==> config.mk <==
export PLATFORM = sky130hd
export DESIGN_NAME = dmarq_gen
export DESIGN_NICKNAME = d
export VERILOG_FILES = /design/src/rtl/dmarq_pkg.sv /design/src/rtl/dmarq_ctrl_regs.sv /design/src/rtl/dmarq_chan.sv /design/src/rtl/dmarq_gen.sv
export SDC_FILE = /design/constraint.sdc
export NUM_CORES = 1
export LEC_CHECK = 0
export ABC_AREA = 1
export CORE_MARGIN = 5
export CORE_UTILIZATION = 45
export CTS_BUF_LIST = sky130_fd_sc_hd__clkbuf_8
export CTS_CLUSTER_DIAMETER = 150
export DETAILED_ROUTE_END_ITERATION = 8
export PLACE_DENSITY = 0.95
export SYNTH_ARGS = -nofsm -noshare
export SYNTH_HDL_FRONTEND = slang
export SYNTH_HIERARCHICAL = 1
export SYNTH_SLANG_ARGS = --single-unit
export TNS_END_PERCENT = 1
==> constraint.sdc <==
create_clock -name clk -period 1.35 [get_ports clk]
set_input_delay 0.27 -clock clk [delete_from_list [all_inputs] [get_ports clk]]
set_output_delay 0.27 -clock clk [all_outputs]
set_load 0.02 [all_outputs]
==> src/rtl/dmarq_pkg.sv <==
package dmarq_pkg;
  localparam int unsigned DEF_NUM_TRIG = 8;
  localparam int unsigned DEF_DATA_W   = 32;
  localparam int unsigned DEF_EN_LSB   = 0;
  localparam int unsigned DEF_STAT_LSB = 16;

  typedef enum logic {
    HS_LATCHED = 1'b0,
    HS_PULSED  = 1'b1
  } hs_mode_e;
endpackage

==> src/rtl/dmarq_ctrl_regs.sv <==
module dmarq_ctrl_regs #(
  parameter int unsigned NUM_TRIG = dmarq_pkg::DEF_NUM_TRIG,
  parameter int unsigned DATA_W   = dmarq_pkg::DEF_DATA_W,
  parameter int unsigned EN_LSB   = dmarq_pkg::DEF_EN_LSB,
  parameter int unsigned STAT_LSB = dmarq_pkg::DEF_STAT_LSB
) (
  input  logic                clk,
  input  logic                rst_n,
  input  logic                wr_en,
  input  logic [DATA_W-1:0]   wr_data,
  input  logic [NUM_TRIG-1:0] done_i,
  output logic [NUM_TRIG-1:0] en_o,
  output logic [NUM_TRIG-1:0] stat_o,
  output logic [NUM_TRIG-1:0] set_o,
  output logic [DATA_W-1:0]   rd_data_o
);
  logic [NUM_TRIG-1:0] en_q, en_d;
  logic [NUM_TRIG-1:0] stat_q, stat_d;
  logic [NUM_TRIG-1:0] clr_vec;
  logic [NUM_TRIG-1:0] set_vec;

  // next-state
  always_comb begin
    set_vec = done_i & en_q;
    clr_vec = wr_en ? wr_data[STAT_LSB +: NUM_TRIG] : '0;
    en_d    = wr_data[EN_LSB +: NUM_TRIG];
    stat_d  = set_vec | (stat_q & ~clr_vec);
  end

  // enable register, written only under the write strobe
  always_ff @(posedge clk or negedge rst_n) begin
    if (!rst_n)     en_q <= '0;
    else if (wr_en) en_q <= en_d;
  end

  // status register
  always_ff @(posedge clk or negedge rst_n) begin
    if (!rst_n) stat_q <= '0;
    else        stat_q <= stat_d;
  end

  always_comb begin
    rd_data_o = '0;
    rd_data_o[EN_LSB +: NUM_TRIG]   = en_q;
    rd_data_o[STAT_LSB +: NUM_TRIG] = stat_q;
  end

  assign en_o   = en_q;
  assign stat_o = stat_q;
  assign set_o  = set_vec;

  for (genvar i = 0; i < NUM_TRIG; i++) begin : g_chk

    set_wins_chk: assert property (@(posedge clk) disable iff (!rst_n)
      (done_i[i] && en_q[i]) |=> stat_q[i]);

    w1c_chk: assert property (@(posedge clk) disable iff (!rst_n)
      (wr_en && wr_data[STAT_LSB+i] && !(done_i[i] && en_q[i])) |=> !stat_q[i]);

    flag_keep_chk: assert property (@(posedge clk) disable iff (!rst_n)
      (stat_q[i] && !(wr_en && wr_data[STAT_LSB+i])) |=> stat_q[i]);
  end
endmodule

==> src/rtl/dmarq_chan.sv <==
module dmarq_chan (
  input  logic clk,
  input  logic rst_n,
  input  logic en_i,
  input  logic set_i,
  input  logic src_i,
  input  logic ack_i,
  input  logic pulsed_i,
  output logic req_o
);
  import dmarq_pkg::*;

  logic     req_q, req_d;
  logic     ack_q, ack_d;
  hs_mode_e mode;

  assign mode = hs_mode_e'(pulsed_i);

  // next-state
  always_comb begin
    req_d = req_q;
    ack_d = ack_q;
    if (!en_i) begin
      req_d = 1'b0;
      ack_d = 1'b0;
    end else if (set_i) begin
      req_d = 1'b1;
      ack_d = 1'b0;
    end else if (req_q) begin
      if (mode == HS_PULSED) begin
        ack_d = 1'b0;
        if (ack_i) req_d = 1'b0;
      end else if ((ack_q || ack_i) && !src_i) begin
        req_d = 1'b0;
        ack_d = 1'b0;
      end else begin
        ack_d = ack_q || ack_i;
      end
    end else begin
      ack_d = 1'b0;
    end
  end

  always_ff @(posedge clk or negedge rst_n) begin
    if (!rst_n) begin
      req_q <= 1'b0;
      ack_q <= 1'b0;
    end else begin
      req_q <= req_d;
      ack_q <= ack_d;
    end
  end

  assign req_o = req_q & en_i;


  raise_chk: assert property (@(posedge clk) disable iff (!rst_n)
    set_i |=> req_q);

  pulsed_drop_chk: assert property (@(posedge clk) disable iff (!rst_n)
    (req_q && pulsed_i && ack_i && en_i && !set_i) |=> !req_q);

  latched_hold_chk: assert property (@(posedge clk) disable iff (!rst_n)
    (req_q && !pulsed_i && src_i && en_i && !set_i) |=> req_q);

  disable_drop_chk: assert property (@(posedge clk) disable iff (!rst_n)
    !en_i |=> !req_q);
endmodule

==> src/rtl/dmarq_gen.sv <==
module dmarq_gen #(
  parameter int unsigned NUM_TRIG = dmarq_pkg::DEF_NUM_TRIG,
  parameter int unsigned DATA_W   = dmarq_pkg::DEF_DATA_W,
  parameter int unsigned EN_LSB   = dmarq_pkg::DEF_EN_LSB,
  parameter int unsigned STAT_LSB = dmarq_pkg::DEF_STAT_LSB
) (
  input  logic                clk,
  input  logic                rst_n,
  input  logic                mode_pulsed_i,
  input  logic                wr_en_i,
  input  logic [DATA_W-1:0]   wr_data_i,
  output logic [DATA_W-1:0]   rd_data_o,
  input  logic [NUM_TRIG-1:0] done_i,
  input  logic [NUM_TRIG-1:0] dma_ack_i,
  output logic [NUM_TRIG-1:0] dma_req_o
);
  localparam int unsigned STAT_MSB = STAT_LSB + NUM_TRIG - 1;

  logic [NUM_TRIG-1:0] en_w, stat_w, set_w;

  dmarq_ctrl_regs #(
    .NUM_TRIG(NUM_TRIG), .DATA_W(DATA_W), .EN_LSB(EN_LSB), .STAT_LSB(STAT_LSB)
  ) u_regs (
    .clk      (clk),
    .rst_n    (rst_n),
    .wr_en    (wr_en_i),
    .wr_data  (wr_data_i),
    .done_i   (done_i),
    .en_o     (en_w),
    .stat_o   (stat_w),
    .set_o    (set_w),
    .rd_data_o(rd_data_o)
  );

  for (genvar i = 0; i < NUM_TRIG; i++) begin : g_chan
    dmarq_chan u_chan (
      .clk     (clk),
      .rst_n   (rst_n),
      .en_i    (en_w[i]),
      .set_i   (set_w[i]),
      .src_i   (stat_w[i]),
      .ack_i   (dma_ack_i[i]),
      .pulsed_i(mode_pulsed_i),
      .req_o   (dma_req_o[i])
    );
  end

  initial begin
    if (STAT_MSB >= DATA_W) $error("status field exceeds control word");
  end


  reset_idle_chk: assert property (@(posedge clk) $rose(rst_n) |-> (dma_req_o == '0));
endmodule

==> metrics.md, run 1 <==
| Metric | Value |
|---|---|
| Pwr dens | 955.3 mW/mm^2 |
| Mapped Cells | 259 |
| Setup tns final | 0 ns |
| Die width | 75.12 um |
| Proportion of layout cells with a drive suffix above 1 | 14.77% |
| Final nets | 376 |
| Leak | 0.001450 uW |
| I/O pins | 92 |
| H-tree depth | 2 |
| Worst-case hold slack | 0.3681 ns |
| Period Utilization, post-route | 96.36% |
| Layout Area Growth over Synthesis | 34.16% |
| Max clock buf depth | 2 |
| FMAX | 0.7687 GHz |
| Antenna Cells | 0 |
| First-pass GRT wire length | 6651 um |
| FILL cells | 382 |
| Core area | 0.004058 sq mm |
| Vias | 1583 |
| Min Clock Period, post-route | 1.301 ns |
| FP Rows | 23 |
| Final Setup Violations | 0 |
| CP Capture Type | output port |
| Die area | 0.005642 sq mm |
| Slowest stage delay, CP | 0.39 ns |
| Hold-fix buffers, CTS | 0 |
| Buf+Inv Stages, Crit Path | 1 |
| Critical path type | reg -> out |
| Vias per cell | 4.221 |
| Post-synth top area cell | dfrtp_1 |
| CTS Buf Count | 5 |
| Worst-path cell chain | dlygate4sd2_1 |
| Leading cell types by count after synthesis | inv_1 (72), nand2_1 (72), buf_4 (32), dfrtp_1 (32) |
| Initial Util | 47.02% |
| Mapped cell area | 0.001908 sq mm |
| Die height | 75.12 um |
| Final wirelength | 3942 um |
| TritonCTS clock tree | done |
| Crit-path slowest cell | dfrtp_1 |
| Post-DP HPWL | 3087 um |
| Synth unique cells | 12 |
| Total gr overflow | 0 |
| Fin. Hold Viols | 0 |
| Peak VDD IR | 0.6459 mV |
| Ys flop type | dfrtp_1 |
| Ys async rst share | 100.0% |
| Worst-path clk slew | 0.07 ns |
| Final GP Congestion | 0.7717 |
| Number of synthesized flops with an enable pin | 0 |
| Area share of the largest cell type after synthesis | 41.97% |
| RSZ-0062 raised after global routing | no |
| Startpoint Class | flop |
| Seq/Total Area, Yosys | 41.97% |
| Sink Count | 32 |
| Worst Path Max Fanout | 4 |
| Drt wl/cell | 10.51 um |
| Max Slew Vio Count | 0 |
| Global Route Usage Sum | 15.22% |
| Run status | complete, no violations |
| Initial antenna violation count | 0 |
| Buffers on Ports | 59 |
| Root Buffer Master | clkbuf_8 |
| Flops & latches, synth | 32 |
| Avg Inst Size Synth | 7.367 sq um |
| WP data arrival | 1.03 ns |
| Data required, critical path | 1.08 ns |
| Number of DRC markers in iteration 0 | 30 |
| Vias in the first global route | 1638 |
| Clk_skew | 0.005482 ns |
| Synth Warn # | 6 |
| CP delay by family, top | flip-flops |
| # DRC | 0 |
| Clock latency on the worst-skew pair | 0.27 ns |
| Post-DRT Antenna Nets | 0 |
| TritonRoute pass-1 iters | 4 |
| Worst Hold Class | in -> async |
| Main area contributors after synthesis | dfrtp_1 (42%), inv_1 (14%), nand2_1 (14%), buf_4 (13%), nor3_2 (4.2%) |
| Max cap viols | 0 |
| Pin count of the biggest net entering global routing | 33 |
## path summary, 6_finish.rpt
kind	startpoint	endpoint	cells past startpoint	slack [ns]
max reg2reg	u_regs/en_o[0]	g_chan[0].u_chan/ack_q	6	0.35
max	u_regs/stat_o[1]	rd_data_o[17]	1	0.05
max in group asynchronous	rst_n	g_chan[3].u_chan/req_q	2	0.80
min	rst_n	u_regs/stat_o[1]	2	0.37
min in group clk	u_regs/stat_o[7]	u_regs/stat_o[7]	2	0.53
min reg2reg	u_regs/stat_o[7]	u_regs/stat_o[7]	2	0.53
## state kept, by name (all words and copies together), names as in the netlist
signal,count
g_chan.u_chan/ack_q,8
g_chan.u_chan/req_q,8
u_regs/en_o,8
u_regs/stat_o,8
## stage by stage
step                      power, uW  area (sq um)  instances  worst slack (ns)  utilization, %
after floorplan                1521          1964        274            0.4053               -
after global placement         1780          2527        367          -0.03044           62.29
after detailed placement       1801          2527        367          -0.05321           62.29
after CTS                      2486          2594        375          0.008218           63.92
after global routing           2601          2560        375          0.004509           63.09
final                          2446          2560        375           0.04919           63.09
## final cells by class
type | count | area, sq um | share of cell area, %
repair buffers | 77 | 705.7 | 27.57
multi-input cells | 136 | 630.6 | 24.63
inverters | 72 | 270.3 | 10.56
clock buffers | 6 | 82.58 | 3.226
well taps | 50 | 62.56 | 2.444
flip-flops and latches | 32 | 800.8 | 31.28
clock inverters | 2 | 7.507 | 0.2933
## cell families (layout without fill, tap and decap cells)
family,after synthesis,after routing,share of synthesized area (%)
compound gates,24,24,7.869
buf+inv,106,157,27.93
flops,32,32,41.97
other cells,1,16,0.1965
simple gates,96,96,22.03
## layout by cell type (no fill, tap or decap), drive strengths merged
cell            n
a21oi          16
dlygate4sd2    14
o21ai           8
inv            74
conb           16
clkdlybuf4s15   2
nand2          72
nor2            8
dfrtp          32
buf            25
nor3            8
clkdlybuf4s50  35
nand3           8
clkbuf          7
## power breakdown
part,internal (uW),switching (uW),leakage (uW),total [uW]
registers,1030,58.1,0.000410,1090
logic,284,351,0.000986,635
clock network,400,319,0.0000538,719
total,1720,727,0.00145,2450
## layer usage
metal  GRT usage [%]  share of wire, %
met2           29.98                53
met5               0                 0
met3           3.605               7.1
met4           4.743              0.58
met1           15.55                39
## timing repair
item,4_1_cts,5_1_grt
endpoints found under the setup margin,24,8
gates resized for setup,41,8
buffers inserted,0,0
(Power assumes the default switching activity.)
==> run 2, diff against run 1 <==
- SYNTH_HIERARCHICAL: 1 -> default
==> metrics.md, run 2 <==
| Metric | Value |
|---|---|
| Initial Util | 46.22% (-0.81 points) |
| Synth Area in Adders | 0% (unchanged) |
| Post-DP HPWL | 3175 um (+2.9%) |
| Die width | 73.87 um (-1.7%) |
| Root Buffer Master | clkbuf_8 |
| Initial antenna violation count | 0 (unchanged) |
| Clk_skew | 0.002268 ns (-0.003214 ns) |
| Max cap viols | 0 (unchanged) |
| First-pass GRT wire length | 6699 um (+0.72%) |
| Area of the multi-input gates | 600.6 sq um (-4.8%) |
| Seq/Total Area, Yosys | 43.63% (+1.7 points) |
| Mapped Cells | 254 (-1.9%) |
| Number of DRC markers in iteration 0 | 48 (+60%) |
| Global Route Usage Sum | 16.20% (+0.97 points) |
| NetSw | 734.8 uW (+1.0%) |
| Hold-fix buffers, CTS | 0 (unchanged) |
| Avg Inst Size Synth | 7.226 sq um (-1.9%) |
| Vias per cell | 4.190 (-0.75%) |
| Vias | 1546 (-2.3%) |
| Synth Area in Compound Gates | 2.181% (-5.7 points) |
| TritonRoute pass-1 iters | 6 (+2) |
| WP data arrival | 1.04 ns (about the same) |
| Worst Path Max Fanout | 2 (-2) |
| Placed cell count | 361 (-1.6%) |
| Critical path type | reg -> out |
| Post-DRT Antenna Nets | 0 (unchanged) |
| Logic pwr share | 27.3% (+1.3 points) |
| Proportion of layout cells with a drive suffix above 1 | 15.05% (+0.28 points) |
| Post-synth top area cell | dfrtp_1 |
| Clock latency on the worst-skew pair | 0.27 ns (about the same) |
| Flops & latches, synth | 32 (unchanged) |
| Post-DP Area | 0.002436 sq mm (-3.6%) |
| Data required, critical path | 1.08 ns (about the same) |
| TritonCTS clock tree | done |
| Sw Share | 29.45% (-0.29 points) |
| Die height | 73.87 um (-1.7%) |
| Die area | 0.005456 sq mm (-3.3%) |
| Seq pwr share | 44.0% (-0.7 points) |
| Startpoint Class | flop |
| Peak VDD IR | 0.5882 mV (-8.9%) |
| Min Clock Period, post-route | 1.305 ns (+0.004591 ns) |
| Most common cell in the netlist | nand2_1 |
| Worst Hold Class | in -> async |
| Buffers on Ports | 59 (unchanged) |
| Drt wl/cell | 11.34 um (+7.9%) |
| Final Setup Violations | 0 (unchanged) |
| FILL cells | 383 (+0.26%) |
| Pwr dens | 1011 mW/mm^2 (+5.9%) |
| Design area | 0.002467 sq mm (-3.6%) |
| RSZ-0062 raised after global routing | no |
| Layout Area Growth over Synthesis | 34.42% |
| Pint | 1760 uW (+2.5%) |
| Ys flop type | dfrtp_1 |
| CP Capture Type | output port |
| Worst-path clk slew | 0.06 ns (about the same) |
| FMAX | 0.7660 GHz (-0.35%) |
| Most frequent cells in the layout | nand2_1 (94), inv_1 (43), clkdlybuf4s50_1 (35) |
| R2R depth | 5 (-1) |
| Leading cell type in the layout, fill and taps excluded | nand2_1 |
| Synth unique cells | 13 (+1) |
| Critical Path Source | u_regs.en_o[7] |
| Leak | 0.001441 uW (-0.57%) |
| Area share of the largest cell type after synthesis | 43.63% (+1.7 points) |
| Ys async rst share | 100.0% (unchanged) |
| Sink Count | 32 (unchanged) |
| Core area | 0.003971 sq mm (-2.1%) |
| I/O pins | 92 (unchanged) |
| CTS Buf Count | 5 (unchanged) |
| Antenna Cells | 0 (unchanged) |
| Mapped cell area | 0.001836 sq mm (-3.8%) |
| Total gr overflow | 0 (unchanged) |
| Worst r2r src | u_regs.en_o[7] |
| Main area contributors after synthesis | dfrtp_1 (44%), nand2_1 (19%), buf_4 (16%), inv_1 (8.4%), nor2_1 (4.5%) |
| Mux contribution to synthesized area | 0% (unchanged) |
| Area share of and/or/nand/nor cells after synthesis | 27.27% (+5.2 points) |
| Max Slew Vio Count | 0 (unchanged) |
| Leading cell types by count after synthesis | nand2_1 (94), inv_1 (41), buf_4 (40), dfrtp_1 (32), nor2_1 (22) |
| XOR/XNOR Fraction of Synth Area | 0% (unchanged) |
| # DRC | 0 (unchanged) |
| Fin. Hold Viols | 0 (unchanged) |
| Clock power share | 28.7% (-0.7 points) |
| Final nets | 370 (-1.6%) |
| FP Rows | 23 (unchanged) |
| Final GP Congestion | 0.7495 (-2.9%) |
| Synth Warn # | 0 (-6) |
| Largest family of logic cells by synthesized area | simple AND/OR/NAND/NOR gates |
| Max clock buf depth | 2 (unchanged) |
| H-tree depth | 2 (unchanged) |
| Seq. cell area | 800.8 sq um (unchanged) |
| Pin count of the biggest net entering global routing | 33 (unchanged) |
| Run status | complete, no violations |
| Number of synthesized flops with an enable pin | 0 (unchanged) |
| Final wirelength | 4186 um (+6.2%) |
| Period Utilization, post-route | 96.70% (+0.34 points) |
| Vias in the first global route | 1566 (-4.4%) |
| Final std cells w/o fill | 369 (-1.6%) |
[run 2: layer usage]
layer,share of wire [%],routed length [um],global-route usage (%),vias up
met1,39,1621,17.35,682
met4,1.4,59,6.841,0
met3,6.6,275,4.514,6
met2,53,2229,29.43,50
met5,0,0,0,-
li1,-,-,-,808
[run 2: final timing paths]
| kind | slack [ns] | endpoint |
|---|---|---|
| min reg2reg | 0.52 | u_regs.stat_o[5] |
| min in group clk | 0.52 | u_regs.stat_o[5] |
| max | 0.04 | rd_data_o[7] |
| min | 0.35 | u_regs.stat_o[7] |
| max reg2reg | 0.41 | g_chan[7].u_chan.ack_q |
| max in group asynchronous | 0.82 | g_chan[2].u_chan.req_q |
[run 2: kinds of logic (layout without fill, tap and decap cells)]
logic type             after synthesis  after routing
buffers and inverters               85            135
AO/OA/AOI/OAI                        8              8
AND/OR/NAND/NOR                    128            128
other                                1             16
flip-flops                          32             32
[run 2: through the flow]
step / setup TNS, ns / util, % / total power, uW / setup slack (ns) / hold slack, ns
4_1_cts: 0 / 63.04 / 2532 / 0.001235 / 0.3603
3_5_place_dp: -0.2556 / 61.34 / 1853 / -0.07183 / 0.5152
2_1_floorplan: 0 / - / 1564 / 0.4186 / -0.02559
3_3_place_gp: -0.04584 / 61.34 / 1829 / -0.01199 / 0.5089
5_1_grt: 0 / 62.13 / 2642 / 0.005141 / 0.3755
6_report: 0 / 62.13 / 2495 / 0.04459 / 0.3539
[run 2: power by group through the flow]
stage          sequential (uW)  combinational, uW  clock (uW)
3_5_place_dp              1110                738           0
6_report                  1100                682         716
5_1_grt                   1110                750         784
4_1_cts                   1100                698         738
2_1_floorplan             1110                452           0
3_3_place_gp              1110                721           0
[run 2: worst max-delay path, stage by stage (launching register included)]
cell and delay, ns:
dfrtp_1 0.38, buf_4 0.13, clkdlybuf4s15_2 0.25
[run 2: repair_timing]
action	CTS	global route
resized for setup	46	7
buffers inserted	0	0
endpoints found under the setup margin	24	7
[run 2: cell type report]
| cell class | count | share of cell area [%] |
|---|---|---|
| Clock buffer | 6 | 3.347 |
| Clock inverter | 2 | 0.3043 |
| Inverter | 41 | 6.237 |
| Multi-Input combinational cell | 152 | 24.34 |
| Sequential cell | 32 | 32.45 |
| Tap cell | 50 | 2.535 |
| Timing Repair Buffer | 86 | 30.78 |
==> run 3, diff against run 2 <==
- CORE_ASPECT_RATIO: default -> 1.75
- SLEW_MARGIN: default -> 15
==> metrics.md, run 3 (synthesis results as in run 2) <==
| Metric | Value |
|---|---|
| Global Route Usage Sum | 15.78% (-0.42 points) |
| Min Clock Period, post-route | 1.311 ns (+0.005555 ns) |
| Initial Util | 47.02% (+0.80 points) |
| Buffers on Ports | 59 (unchanged) |
| Max clock buf depth | 2 (unchanged) |
| Max cap viols | 0 (unchanged) |
| Final wirelength | 4034 um (-3.6%) |
| Worst Hold Class | in -> async |
| Post-DP HPWL | 3117 um (-1.8%) |
| Proportion of layout cells with a drive suffix above 1 | 14.65% (-0.40 points) |
| R2R depth | 5 (unchanged) |
| Vias in the first global route | 1609 (+2.7%) |
| Clock latency on the worst-skew pair | 0.27 ns (about the same) |
| Fin. Hold Viols | 0 (unchanged) |
| CP Capture Type | output port |
| Root Buffer Master | clkbuf_8 |
| Final GP Congestion | 0.7960 (+6.2%) |
| Vias | 1603 (+3.7%) |
| Crit-path slowest cell | dfrtp_1 |
| Sink Count | 32 (unchanged) |
| Max Slew Vio Count | 0 (unchanged) |
| Total Power | 2480 uW (-0.60%) |
| Die area | 0.005507 sq mm (+0.93%) |
| Drt wl/cell | 11.14 um (-1.8%) |
| FP Rows | 30 (+30%) |
| Worst-path cell chain | buf_4 > clkdlybuf4s15_2 |
| Number of DRC markers in iteration 0 | 78 (+63%) |
| Pwr dens | 1018 mW/mm^2 (+0.63%) |
| FILL cells | 343 (-10%) |
| H-tree depth | 2 (unchanged) |
| Run status | complete, no violations |
| Leak | 0.001416 uW (-1.7%) |
| TritonRoute pass-1 iters | 4 (-2) |
| Layout Area Growth over Synthesis | 32.79% |
| I/O pins | 92 (unchanged) |
| Worst Path Max Fanout | 3 (+1) |
| Setup tns final | 0 ns (unchanged) |
| Most frequent cells in the layout | nand2_1 (94), inv_1 (43), clkdlybuf4s50_1 (35) |
| Data required, critical path | 1.08 ns (about the same) |
| Setup WS pre-CTS | -0.05410 ns (+0.01773 ns) |
| CP delay by family, top | flip-flops |
| Antenna Cells | 0 (unchanged) |
| Worst-case hold slack | 0.3666 ns (+0.01277 ns) |
| CTS Buf Count | 5 (unchanged) |
| Critical path type | reg -> out |
| TritonCTS clock tree | done |
| Final Setup Violations | 0 (unchanged) |
| Die height | 94.49 um (+28%) |
| Total gr overflow | 0 (unchanged) |
| Die width | 58.28 um (-21%) |
| Buf+Inv Stages, Crit Path | 2 (unchanged) |
| Post-route setup slack | 0.03904 ns (-0.005555 ns) |
| Initial antenna violation count | 0 (unchanged) |
| Startpoint Class | flop |
| Worst-path clk slew | 0.06 ns (about the same) |
| Clk_skew | 0.002429 ns (+0.0001613 ns) |
| FF-to-FF End | g_chan[5].u_chan.ack_q |
| Hold-fix buffers, CTS | 0 (unchanged) |
| Leading cell type in the layout, fill and taps excluded | nand2_1 |
| Peak VDD IR | 0.8882 mV (+51%) |
| Vias per cell | 4.428 (+5.7%) |
| # DRC | 0 (unchanged) |
| RSZ-0062 raised after global routing | no |
| Slowest stage delay, CP | 0.39 ns (about the same) |
| FF-to-FF setup slack | 0.41 ns (about the same) |
| Pin count of the biggest net entering global routing | 33 (unchanged) |
| Worst r2r src | u_regs.en_o[5] |
| Final nets | 365 (-1.4%) |
| Core area | 0.003904 sq mm (-1.7%) |
| Finished Core Util | 62.44% (+0.31 points) |
| Setup Fix Bufs, Post-CTS | 0 (unchanged) |
| First-pass GRT wire length | 6748 um (+0.73%) |
| Post-DRT Antenna Nets | 0 (unchanged) |
| FMAX | 0.7628 GHz (-0.42%) |
| WP data arrival | 1.04 ns (about the same) |
| Period Utilization, post-route | 97.11% (+0.41 points) |
run 3: cell types whose count changed in the layout (fill, tap and decap cells not counted):
| cell | previous run | this run |
|---|---|---|
| buf_2 | 8 | 9 |
| clkbuf_2 | 0 | 1 |
| buf_12 | 2 | 3 |
| clkdlybuf4s15_1 | 1 | 0 |
| buf_4 | 27 | 20 |
| dlygate4sd2_1 | 12 | 10 |
| clkdlybuf4s15_2 | 1 | 3 |
run 3: power breakdown:
group	internal, uW	switching [uW]
registers	1040	51.3
clock network	400	317
logic	304	364
run 3: area by class of cell:
cell class              instances  area [sq um]  area share [%]
clock buffers                   6         82.58           3.388
inverters                      41         153.9           6.314
repair buffers                 81         732.0           30.03
well taps                      48         60.06           2.464
flip-flops and latches         32         800.8           32.85
clock inverters                 2         7.507          0.3080
multi-input cells             152         600.6           24.64
run 3: worst max path at each step:
stage | startpoint | end | cells past startpoint
after floorplan | u_regs.en_o[1] | dma_req_o[1] | 3
after global placement | u_regs.en_o[3] | dma_req_o[3] | 3
after detailed placement | mode_pulsed_i | g_chan[0].u_chan.ack_q | 4
after CTS | u_regs.en_o[7] | rd_data_o[7] | 2
after global routing | u_regs.stat_o[4] | rd_data_o[20] | 1
final | u_regs.en_o[4] | rd_data_o[4] | 2
run 3: worst reg2reg max path: cells and delay by family, from the launching register on:
kind	cells	cell delay, ns
AND/OR/NAND/NOR	3	0.24
flip-flops	1	0.37
buffers and inverters	2	0.25
run 3: per-layer routing:
layer  global-route usage [%]  wire length, um  vias to the layer above  share of wire [%]
met5                        0                0                        -                  0
met4                    5.803               84                        0                2.1
met3                    3.283              311                        9                7.7
met2                    29.29             2195                       61                 54
met1                    16.96             1442                      728                 36
li1                         -                -                      805                  -
run 3: stage by stage:
step | area (sq um) | instances
floorplan | 1892 | 269
global placement | 2409 | 354
detailed placement | 2409 | 354
CTS | 2492 | 362
global route | 2437 | 362
finish | 2437 | 362
run 3: timing repair:
action                     CTS  global route
setup endpoints to repair   24             9
hold endpoints to repair     0             0
resized for setup           51             9
